[src/rtl/alloc_llc_pkg.sv]
package alloc_llc_pkg;

    typedef enum logic [2:0] {
        ST_IDLE,
        ST_LOOK,
        ST_RDREQ,
        ST_RDWAIT,
        ST_CHECK,
        ST_WB,
        ST_FILL
    } llc_state_e;

    // index width that stays at least one bit for a single-entry dimension
    function automatic int idx_w(input int n);
        return (n > 1) ? $clog2(n) : 1;
    endfunction

endpackage

[src/rtl/alloc_llc_merge.sv]
module alloc_llc_merge #(
    parameter int DATA_W = 32,
    parameter int WORDS  = 4,
    parameter int WIDX_W = 2,
    localparam int BYTES = DATA_W / 8
) (
    input  logic [WORDS*DATA_W-1:0] base,
    input  logic                    en,
    input  logic [WIDX_W-1:0]       widx,
    input  logic [DATA_W-1:0]       wdata,
    input  logic [BYTES-1:0]        be,
    output logic [WORDS*DATA_W-1:0] merged
);
    for (genvar w = 0; w < WORDS; w++) begin : g_word
        for (genvar b = 0; b < BYTES; b++) begin : g_byte
            assign merged[w*DATA_W + 8*b +: 8] =
                (en && widx == WIDX_W'(w) && be[b]) ? wdata[8*b +: 8]
                                                     : base[w*DATA_W + 8*b +: 8];
        end
    end
endmodule

[src/rtl/alloc_llc_victim.sv]
module alloc_llc_victim #(
    parameter int WAYS  = 2,
    parameter int WAY_W = 1
) (
    input  logic [WAYS-1:0]  line_ok,
    input  logic [WAYS-1:0]  dead,
    input  logic [WAY_W-1:0] start,
    output logic [WAY_W-1:0] pick
);
    logic [WAYS-1:0] cand;
    logic            found;
    logic [WAY_W-1:0] idx;

    always_comb begin
        if (|(~line_ok))  cand = ~line_ok;
        else if (|dead)   cand = dead;
        else              cand = '1;
        pick  = start;
        found = 1'b0;
        idx   = '0;
        for (int k = 0; k < WAYS; k++) begin
            idx = WAY_W'((int'(start) + k) % WAYS);
            if (!found && cand[idx]) begin
                pick  = idx;
                found = 1'b1;
            end
        end
    end
endmodule

[src/rtl/alloc_llc.sv]
module alloc_llc
    import alloc_llc_pkg::*;
#(
    parameter int ADDR_W = 16,
    parameter int DATA_W = 32,
    parameter int WORDS  = 4,
    parameter int SETS   = 4,
    parameter int WAYS   = 2,
    localparam int BYTES  = DATA_W / 8,
    localparam int BOFF_W = $clog2(BYTES),
    localparam int WIDX_W = idx_w(WORDS),
    localparam int OFF_W  = BOFF_W + $clog2(WORDS),
    localparam int SET_W  = idx_w(SETS),
    localparam int TAG_W  = ADDR_W - OFF_W - SET_W,
    localparam int LA_W   = ADDR_W - OFF_W,
    localparam int LINE_W = WORDS * DATA_W,
    localparam int WAY_W  = idx_w(WAYS)
) (
    input  logic              clk,
    input  logic              rst,
    input  logic              cpu_valid,
    output logic              cpu_ready,
    input  logic              cpu_we,
    input  logic [ADDR_W-1:0] cpu_addr,
    input  logic [DATA_W-1:0] cpu_wdata,
    input  logic [BYTES-1:0]  cpu_be,
    output logic              cpu_rvalid,
    output logic [DATA_W-1:0] cpu_rdata,
    output logic              mem_valid,
    input  logic              mem_ready,
    output logic              mem_we,
    output logic [LA_W-1:0]   mem_addr,
    output logic [LINE_W-1:0] mem_wdata,
    input  logic              mem_rvalid,
    input  logic [LINE_W-1:0] mem_rdata,
    output logic              rng_qvalid,
    output logic [LA_W-1:0]   rng_qaddr,
    input  logic              rng_qhit,
    output logic              rng_st_valid,
    output logic [LA_W-1:0]   rng_st_addr
);
    typedef struct packed {
        logic              we;
        logic [TAG_W-1:0]  tag;
        logic [SET_W-1:0]  set;
        logic [WIDX_W-1:0] widx;
        logic [DATA_W-1:0] wdata;
        logic [BYTES-1:0]  be;
    } req_t;

    llc_state_e        st_q;
    req_t              rq;
    logic              install_q;
    logic [WAY_W:0]    chk_cnt_q;
    logic [WAYS-1:0]   inv_q;
    logic [WAY_W-1:0]  vict_q;
    logic [LINE_W-1:0] fill_q;

    logic [WAYS-1:0]   val_q   [SETS];
    logic [WAYS-1:0]   dirty_q [SETS];
    logic [WAY_W-1:0]  rr_q    [SETS];
    logic [TAG_W-1:0]  tag_q   [SETS][WAYS];
    logic [LINE_W-1:0] data_q  [SETS][WAYS];

    logic [WAYS-1:0]   hit_vec;
    logic              hit;
    logic [WAY_W-1:0]  hit_way;
    logic [WAY_W-1:0]  chk_idx;
    logic              chk_done, chk_step;
    logic [WAY_W-1:0]  vict_w;
    logic [LINE_W-1:0] base_line, merged_line;
    logic              merge_en;

    // tag compare on the latched request
    always_comb begin
        hit_way = '0;
        for (int w = 0; w < WAYS; w++) begin
            hit_vec[w] = val_q[rq.set][w] && (tag_q[rq.set][w] == rq.tag);
            if (hit_vec[w]) hit_way = WAY_W'(w);
        end
        hit = |hit_vec;
    end

    assign chk_idx  = chk_cnt_q[WAY_W-1:0];
    assign chk_done = (chk_cnt_q == (WAY_W+1)'(WAYS));
    assign chk_step = !chk_done &&
                      (st_q == ST_RDREQ || st_q == ST_RDWAIT || st_q == ST_CHECK);

    alloc_llc_victim #(.WAYS(WAYS), .WAY_W(WAY_W)) u_victim (
        .line_ok (val_q[rq.set]),
        .dead    (inv_q),
        .start   (rr_q[rq.set]),
        .pick    (vict_w)
    );

    always_comb begin
        if (st_q == ST_LOOK) base_line = data_q[rq.set][hit_way];
        else if (install_q)  base_line = '0;
        else                 base_line = fill_q;
    end
    assign merge_en = rq.we && (st_q == ST_LOOK || st_q == ST_FILL);

    alloc_llc_merge #(.DATA_W(DATA_W), .WORDS(WORDS), .WIDX_W(WIDX_W)) u_merge (
        .base   (base_line),
        .en     (merge_en),
        .widx   (rq.widx),
        .wdata  (rq.wdata),
        .be     (rq.be),
        .merged (merged_line)
    );

    // port outputs
    always_comb begin
        cpu_ready    = (st_q == ST_IDLE);
        cpu_rvalid   = (st_q == ST_LOOK && hit) || (st_q == ST_FILL);
        cpu_rdata    = base_line[rq.widx*DATA_W +: DATA_W];
        mem_valid    = (st_q == ST_RDREQ) || (st_q == ST_WB);
        mem_we       = (st_q == ST_WB);
        mem_addr     = (st_q == ST_WB) ? {tag_q[rq.set][vict_q], rq.set} : {rq.tag, rq.set};
        mem_wdata    = data_q[rq.set][vict_q];
        rng_qvalid   = (st_q == ST_LOOK && !hit) || chk_step;
        rng_qaddr    = (st_q == ST_LOOK) ? {rq.tag, rq.set} : {tag_q[rq.set][chk_idx], rq.set};
        rng_st_valid = (st_q == ST_FILL) && install_q;
        rng_st_addr  = {rq.tag, rq.set};
    end

    // control state
    always_ff @(posedge clk) begin
        if (rst) begin
            st_q      <= ST_IDLE;
            install_q <= 1'b0;
            chk_cnt_q <= '0;
            inv_q     <= '0;
            vict_q    <= '0;
            for (int s = 0; s < SETS; s++) begin
                val_q[s]   <= '0;
                dirty_q[s] <= '0;
                rr_q[s]    <= '0;
            end
        end else begin
            if (chk_step) begin
                inv_q[chk_idx] <= rng_qhit;
                chk_cnt_q      <= chk_cnt_q + 1'b1;
            end
            unique case (st_q)
                ST_IDLE: if (cpu_valid) begin
                    install_q <= 1'b0;
                    st_q      <= ST_LOOK;
                end
                ST_LOOK: begin
                    if (hit) begin
                        if (rq.we) dirty_q[rq.set][hit_way] <= 1'b1;
                        st_q <= ST_IDLE;
                    end else begin
                        install_q <= rq.we && rng_qhit;
                        chk_cnt_q <= '0;
                        inv_q     <= '0;
                        st_q      <= (rq.we && rng_qhit) ? ST_CHECK : ST_RDREQ;
                    end
                end
                ST_RDREQ:  if (mem_ready) st_q <= ST_RDWAIT;
                ST_RDWAIT: if (mem_rvalid) st_q <= ST_CHECK;
                ST_CHECK: if (chk_done) begin
                    vict_q <= vict_w;
                    if (val_q[rq.set][vict_w] && dirty_q[rq.set][vict_w] && !inv_q[vict_w])
                        st_q <= ST_WB;
                    else
                        st_q <= ST_FILL;
                end
                ST_WB: if (mem_ready) st_q <= ST_FILL;
                ST_FILL: begin
                    val_q[rq.set][vict_q]   <= 1'b1;
                    dirty_q[rq.set][vict_q] <= rq.we;
                    rr_q[rq.set]            <= vict_q + 1'b1;
                    st_q                    <= ST_IDLE;
                end
                default: st_q <= ST_IDLE;
            endcase
        end
    end

    // request latch, fill buffer and arrays (no reset needed)
    always_ff @(posedge clk) begin
        if (st_q == ST_IDLE && cpu_valid) begin
            rq.we    <= cpu_we;
            rq.tag   <= cpu_addr[ADDR_W-1 -: TAG_W];
            rq.set   <= cpu_addr[OFF_W +: SET_W];
            rq.widx  <= cpu_addr[BOFF_W +: WIDX_W];
            rq.wdata <= cpu_wdata;
            rq.be    <= cpu_be;
        end
        if (st_q == ST_RDWAIT && mem_rvalid) fill_q <= mem_rdata;
        if (st_q == ST_LOOK && hit && rq.we) data_q[rq.set][hit_way] <= merged_line;
        if (st_q == ST_FILL) begin
            data_q[rq.set][vict_q] <= merged_line;
            tag_q[rq.set][vict_q]  <= rq.tag;
        end
    end
endmodule

[config.mk]
export PLATFORM = sky130hd
export DESIGN_NAME = alloc_llc
export DESIGN_NICKNAME = d
export VERILOG_FILES = /design/src/rtl/alloc_llc_pkg.sv /design/src/rtl/alloc_llc_merge.sv /design/src/rtl/alloc_llc_victim.sv /design/src/rtl/alloc_llc.sv
export SDC_FILE = /design/constraint.sdc
export NUM_CORES = 2
export LEC_CHECK = 0
export CAP_MARGIN = 10
export CORE_ASPECT_RATIO = 1.25
export CORE_MARGIN = 10
export CORE_UTILIZATION = 40
export DETAILED_ROUTE_END_ITERATION = 16
export PLACE_DENSITY = 0.62
export SLEW_MARGIN = 25
export SYNTH_ARGS = -nofsm -noshare
export SYNTH_HDL_FRONTEND = slang
export SYNTH_HIERARCHICAL = 1
export SYNTH_SLANG_ARGS = --single-unit
[constraint.sdc]
create_clock -name clk -period 10.05 [get_ports clk]
set_input_delay 2.01 -clock clk [delete_from_list [all_inputs] [get_ports clk]]
set_output_delay 2.01 -clock clk [all_outputs]
set_load 0.02 [all_outputs]
**After elaboration in Yosys (flattened, before gate mapping)**

Memories as Yosys holds them, arrays and structs flattened. A register that Yosys moved wholly into a read port is not among the register bits.
Index checks and enable logic that the tools add are counted.

- Bits of input ports: 187
- Memories kept: 5
- Bits in registers: 188
- Logic and storage cells: 741
- Memory bits (writable): 1124

Memory list:

| name | words | bits a word | read ports | clocked after Yosys merged registers in | wr ports | line | source |
|---|---|---|---|---|---|---|---|
| data_q | 4 | 256 | 1 | 1 | 1 | alloc_llc.sv:63 | `logic [LINE_W-1:0] data_q [SETS][WAYS];` |
| tag_q | 4 | 20 | 1 | 1 | 1 | alloc_llc.sv:62 | `logic [TAG_W-1:0] tag_q [SETS][WAYS];` |
| dirty_q | 4 | 2 | 1 | 1 | 4 | alloc_llc.sv:60 | `logic [WAYS-1:0] dirty_q [SETS];` |
| val_q | 4 | 2 | 1 | 1 | 4 | alloc_llc.sv:59 | `logic [WAYS-1:0] val_q [SETS];` |
| rr_q | 4 | 1 | 1 | 1 | 4 | alloc_llc.sv:61 | `logic [WAY_W-1:0] rr_q [SETS];` |

- Equality and inequality tests: 18
- Magnitude comparators: 14
- $add $sub $neg: 3
- Shift-type cells: 1
- Reduce and logical (&&, ||, !) cells: 61
- Bitwise operators: 262
- Muxes and demuxes: 365

Operator list:

| operator | count |
|---|---|
| 128-bit two-way mux | 10 |
| 256-bit two-way mux | 2 |
| 1-bit two-way mux | 288 |
| 1-bit OR | 258 |
| 128-bit demux with 1-bit select | 2 |
| 8-bit two-way mux | 16 |
| 128-bit by 8-bit variable part select with 32-bit output | 1 |
| 10-bit two-way mux | 7 |
| 2-bit two-way mux | 23 |
| 1-bit logical AND | 39 |
| 12-bit two-way mux | 2 |
| 3-bit two-way mux | 7 |
| 10-bit == test | 2 |
| 20-bit two-way mux | 1 |
| 3-bit case mux with 6 select lines | 1 |
| 1-bit by 2-bit less-than comparator with 1-bit output (second input constant) | 6 |
| 2-bit != test (second input constant) | 6 |
| 10-bit demux with 1-bit select | 1 |
| 2-bit OR reduction | 5 |
| 3-bit == test (second input constant) | 3 |
| 2-bit == test (second input constant) | 3 |
| 3-bit by 2-bit == test with 1-bit output (second input constant) | 2 |
| 2-bit greater-or-equal comparator (second input constant) | 3 |
| 1-bit logical OR | 6 |
| other kinds (19) | 30 |

**Logic depth before layout (Yosys ltp)**

- Depth in word-level cells: 16
- Depth in mapped cells: 16
- Gate-level depth less buffers: 9

**Modules after synthesis**

The synthesis kept the hierarchy.

Modules (own cells, without submodules):

| module | area an instance (um^2) | instances | cells each | seq. area each (um^2) |
|---|---|---|---|---|
| alloc_llc | 54158.2 | 1 | 3202 | 39347.7 |
| alloc_llc_merge | 1722.9 | 1 | 152 | 0.0 |
| alloc_llc_victim | 40.0 | 1 | 5 | 0.0 |

**Least setup slack after synthesis**

No wires, ideal clock.

- Path type: register to register
- From: register (tool-made name)
- To: memory dirty_q[1][1], data pin
- Slack: 1.664 ns
- Stages on the path, launching flop included: 12
- Buffers on the path: 4
- Period minus slack after synthesis: 8.386 ns
- Arrival: 8.209 ns
- Cells stage by stage: dfxtp_1 > buf_6 > buf_6 > mux4_2 > xnor2_1 > nand3_1 > or3_1 > buf_2 > buf_6 > o21a_1 > nor2_1 > and2_1

RTL lines:

| item | line |
|---|---|
| end, declared | alloc_llc.sv:60 |

**Worst setup path after layout**

- From: register st_q[0]
- To: output port cpu_rdata[19]

- Cells in the longest elaborated chain, start to end: 3

Ends and longest elaborated chain:

| item | line | source |
|---|---|---|
| start, declared | alloc_llc.sv:51 | `llc_state_e st_q;` |
| start signal, assigned | alloc_llc.sv:158 | `st_q <= (rq.we && rng_qhit) ? ST_CHECK : ST_RDREQ;` |
| 3-bit by 1-bit == test with 1-bit output | alloc_llc.sv:97 | `if (st_q == ST_LOOK) base_line = data_q[rq.set][hit_way];` |
| 128-bit two-way mux | alloc_llc.sv:97 |  |
| via base_line[83] | alloc_llc.sv:71 | `logic [LINE_W-1:0] base_line, merged_line;` |
| 128-bit by 8-bit variable part select with 32-bit output | alloc_llc.sv:116 | `cpu_rdata = base_line[rq.widx*DATA_W +: DATA_W];` |
| end, declared | alloc_llc.sv:28 | `output logic [DATA_W-1:0] cpu_rdata,` |

The timed path passes the listed nets, and every way through them passes these cells.

==> flow_summary.yaml <==
outcome:
  status: "complete, no violations"
worst_setup_path:
  cp-start-kind: "flop"
  crit_path_max_incr_delay_ns: 0.96
  crit_end: "cpu_rdata[19]"
  r2r_slack_ns: 4.24
  critPathCaptureType: "primary output"
  reg2reg_depth: 10
  worst_ep_arrival_time_ns: 6.16
  cp_cell_sequence: "inv_1 > nor3_2 > buf_4 > buf_4 > nand2_1 > or4_1 > nand3_1 > o22a_1 > o221a_1 > clkdlybuf4s50_1"
  crit_slowest_cell: "dfxtp_4"
  critical_path_class: "reg -> out"
  critPathRequiredTime_ns: 8.04
  critPathLaunch: "st_q[0]"
  cp_max_fo: 60
  r2r-end: "data_q[1][249]"
  cp_common_cell: "buf_4"
layout:
  fin_nets: 3870
  drive_gt1_share_pct: 18.8
  syn2layout_area_growth_pct: 18.2
routing:
  drt-initial-drc-count: 4330
  antenna_left: 0
  wl_mm: 178
  routedWlPerCell_um: 31.5
  vias: 33691
  route.detailed.drc: 0
  via_per_inst: 5.96
  drt-pass1-iter-count: 6
clock_tree:
  cts-root-buf: "clkbuf_16"
  clock-sinks: 1314
  hold_buffers: 0
  cts.repair.resized: 0
  clockBufferDepth: 3
  h-tree-depth: 4
  clkLatencyLatePin_ns: 0.79
  cts_made_buffers: 137
  cts.clk_slew.worst_paths_ns: 0.06
  postCtsSetupRepairBufs: 0
  cts_tree: "done"
synthesis:
  netlist_top_cells_area: "edfxtp_1 70%, mux4_2 11%, nand2_1 3.7%"
  yosysWarnings: 6
  synth.largest_area_cell: "edfxtp_1"
  ys_types: 55
  ys.flop_type: "edfxtp_1"
  yosys-top-cells-count: "1,303 x edfxtp_1, 551 x nand2_1, 279 x mux4_2"
  yosysSeqAreaShare_pct: 70.4
  synth_top_cell_area_share_pct: 70.0
  synthCells: 3359
  yosys_register_bits: 1314
  async_reset_ff_share_pct: 0
  netlist_area_um2: 55900
  syn_avg_cell_area_um2: 16.6
  synth_edf_count: 1303
  synth.most_common_cell: "edfxtp_1"
  synth_fp_nets: 3547
floorplanning:
  die_w_um: 354
  fp.dieH_um: 438
  io_pins: 389
  row_count: 153
  dieArea_um2: 155000
  initial_core_util_pct: 40.2
  core_area_um2: 139000
timing:
  hold_viol: 0
  fmax_mhz: 122
  timing.final.crit_share_pct: 81.3
  setup_viol: 0
  tns_ns: 0
  fin_crit_ns: 8.17
  rsz0062_at_grt: "false"
  fin_worst_skew_ns: 0.0275
  slew_viol_final: 0
  tightest_slew_ns: 1.18
  relSlewSlack_pct: 21.3
power:
  intPower_mw: 12.3
  leakage_nw: 22.0
  switching_share_pct: 34.9
  seq_power_share_pct: 38.8
  ir_worst_vdd_mv: 0.202
  p_total_mw: 18.8
  power.density_nw_per_um2: 285
  p_sw_mw: 6.57
  pwr-share-clk_pct: 27.0
  power.share.combinational_pct: 34.1
grt:
  grt.total_usage_pct: 22.4
  grt_overflow: 0
  grt_max_degree: 179
  antenna_found_initial: 11
  grt_pass1_vias: 32885
  grt_first_pass_wirelength_mm: 251
placed_design:
  dpl.hpwl_mm: 107
  gp_congestion: 0.803
  io_buffer_count: 386
hold_path:
  hp-class: "reg -> reg"
run:
  cap_violations: 0
==> metrics by stage <==
step | worst slack, ns | utilization, % | cells | instance area (µm²) | hold WS (ns)
2_1_floorplan | 1.66 | - | 3359 | 55900 | 0.461
6_report | 1.88 | 47.6 | 5650 | 66100 | 0.501
3_5_place_dp | 2.67 | 44.3 | 5403 | 61600 | 0.495
4_1_cts | 1.78 | 47.6 | 5648 | 66100 | 0.503
5_1_grt | 1.71 | 47.6 | 5649 | 66100 | 0.542
3_3_place_gp | 2.66 | 44.3 | 5402 | 61600 | 0.484
==> area by class of cell <==
| type | instances | area [µm²] |
|---|---|---|
| Fill cell | 11778 | 72900 |
| Sequential cell | 1314 | 39400 |
| Multi-Input combinational cell | 1782 | 15500 |
| Timing Repair Buffer | 440 | 4440 |
| Clock buffer | 157 | 3550 |
| Tap cell | 1860 | 2330 |
| Clock inverter | 88 | 928 |
| Inverter | 7 | 31.3 |
| Antenna cell | 2 | 5.00 |
==> layer usage <==
layer | GRT usage, % | share of wire [%]
met2 | 36.0 | 48
met1 | 29.7 | 39
met3 | 4.31 | 9.0
met4 | 9.11 | 4.2
met5 | 0 | 0.029
==> power by group through the flow <==
| stage | Combinational (mW) | Sequential (mW) | Clock (mW) |
|---|---|---|---|
| after floorplan | 3.97 | 7.17 | 0 |
| after global placement | 6.35 | 7.42 | 0 |
| after detailed placement | 6.44 | 7.43 | 0 |
| after CTS | 6.47 | 7.31 | 5.18 |
| after global routing | 6.84 | 7.32 | 5.39 |
| final | 6.43 | 7.31 | 5.09 |
==> worst min-delay path by stage <==
stage	from	to	cells after the start
floorplan	inv_q[1]	inv_q[1]	2
global placement	chk_cnt_q[1]	chk_cnt_q[1]	2
detailed placement	chk_cnt_q[1]	chk_cnt_q[1]	2
CTS	chk_cnt_q[1]	chk_cnt_q[1]	2
global route	chk_cnt_q[1]	chk_cnt_q[1]	2
finish	inv_q[1]	inv_q[1]	2
==> placed cells by master, fill, tap and decap left out, drive strengths merged, types with 6 or more instances in the layout <==
| cell type | instances |
|---|---|
| a21oi | 6 |
| a22oi | 88 |
| and3 | 92 |
| buf | 55 |
| bufinv | 14 |
| clkbuf | 157 |
| clkdlybuf4s50 | 385 |
| clkinv | 61 |
| clkinvlp | 7 |
| dfxtp | 11 |
| edfxtp | 1303 |
| inv | 13 |
| mux2 | 130 |
| mux2i | 62 |
| mux4 | 279 |
| nand2 | 551 |
| nand2b | 8 |
| nand3 | 99 |
| nand4 | 9 |
| nand4b | 8 |
| nor2 | 47 |
| nor3 | 11 |
| o21ai | 155 |
| o21bai | 12 |
| o221a | 20 |
| o22a | 21 |
| o22ai | 25 |
| or2 | 11 |
| or4 | 88 |
| xnor2 | 21 |
==> kinds of logic after synthesis <==
kind of cell	after synthesis	synth area share, %
buffers and inverters	263	2.19
xor gates and xnor gates	21	0.329
muxes	471	15.0
AOI/OAI and AO/OA	345	4.07
and+or+nand+nor	944	8.06
DFF	1314	70.4
adders and majority gates	1	0.0224
==> worst max-delay path, delay by kind of cell (launching register included) <==
family,cells,cell delay (ns)
buffers and inverters,4,2.63
AND/OR/NAND/NOR,4,1.01
flip-flops,1,0.96
AO/OA/AOI/OAI,2,0.72
==> registers in the layout, indices dropped and copies added (netlist names), 3 cells and up, named ones only <==
register	flops
data_q	1024
dirty_q	8
fill_q	128
rng_st_addr	12
rq	39
rr_q	4
st_q	3
tag_q	80
val_q	8
No activity file was read; power rests on OpenSTA's default activity.
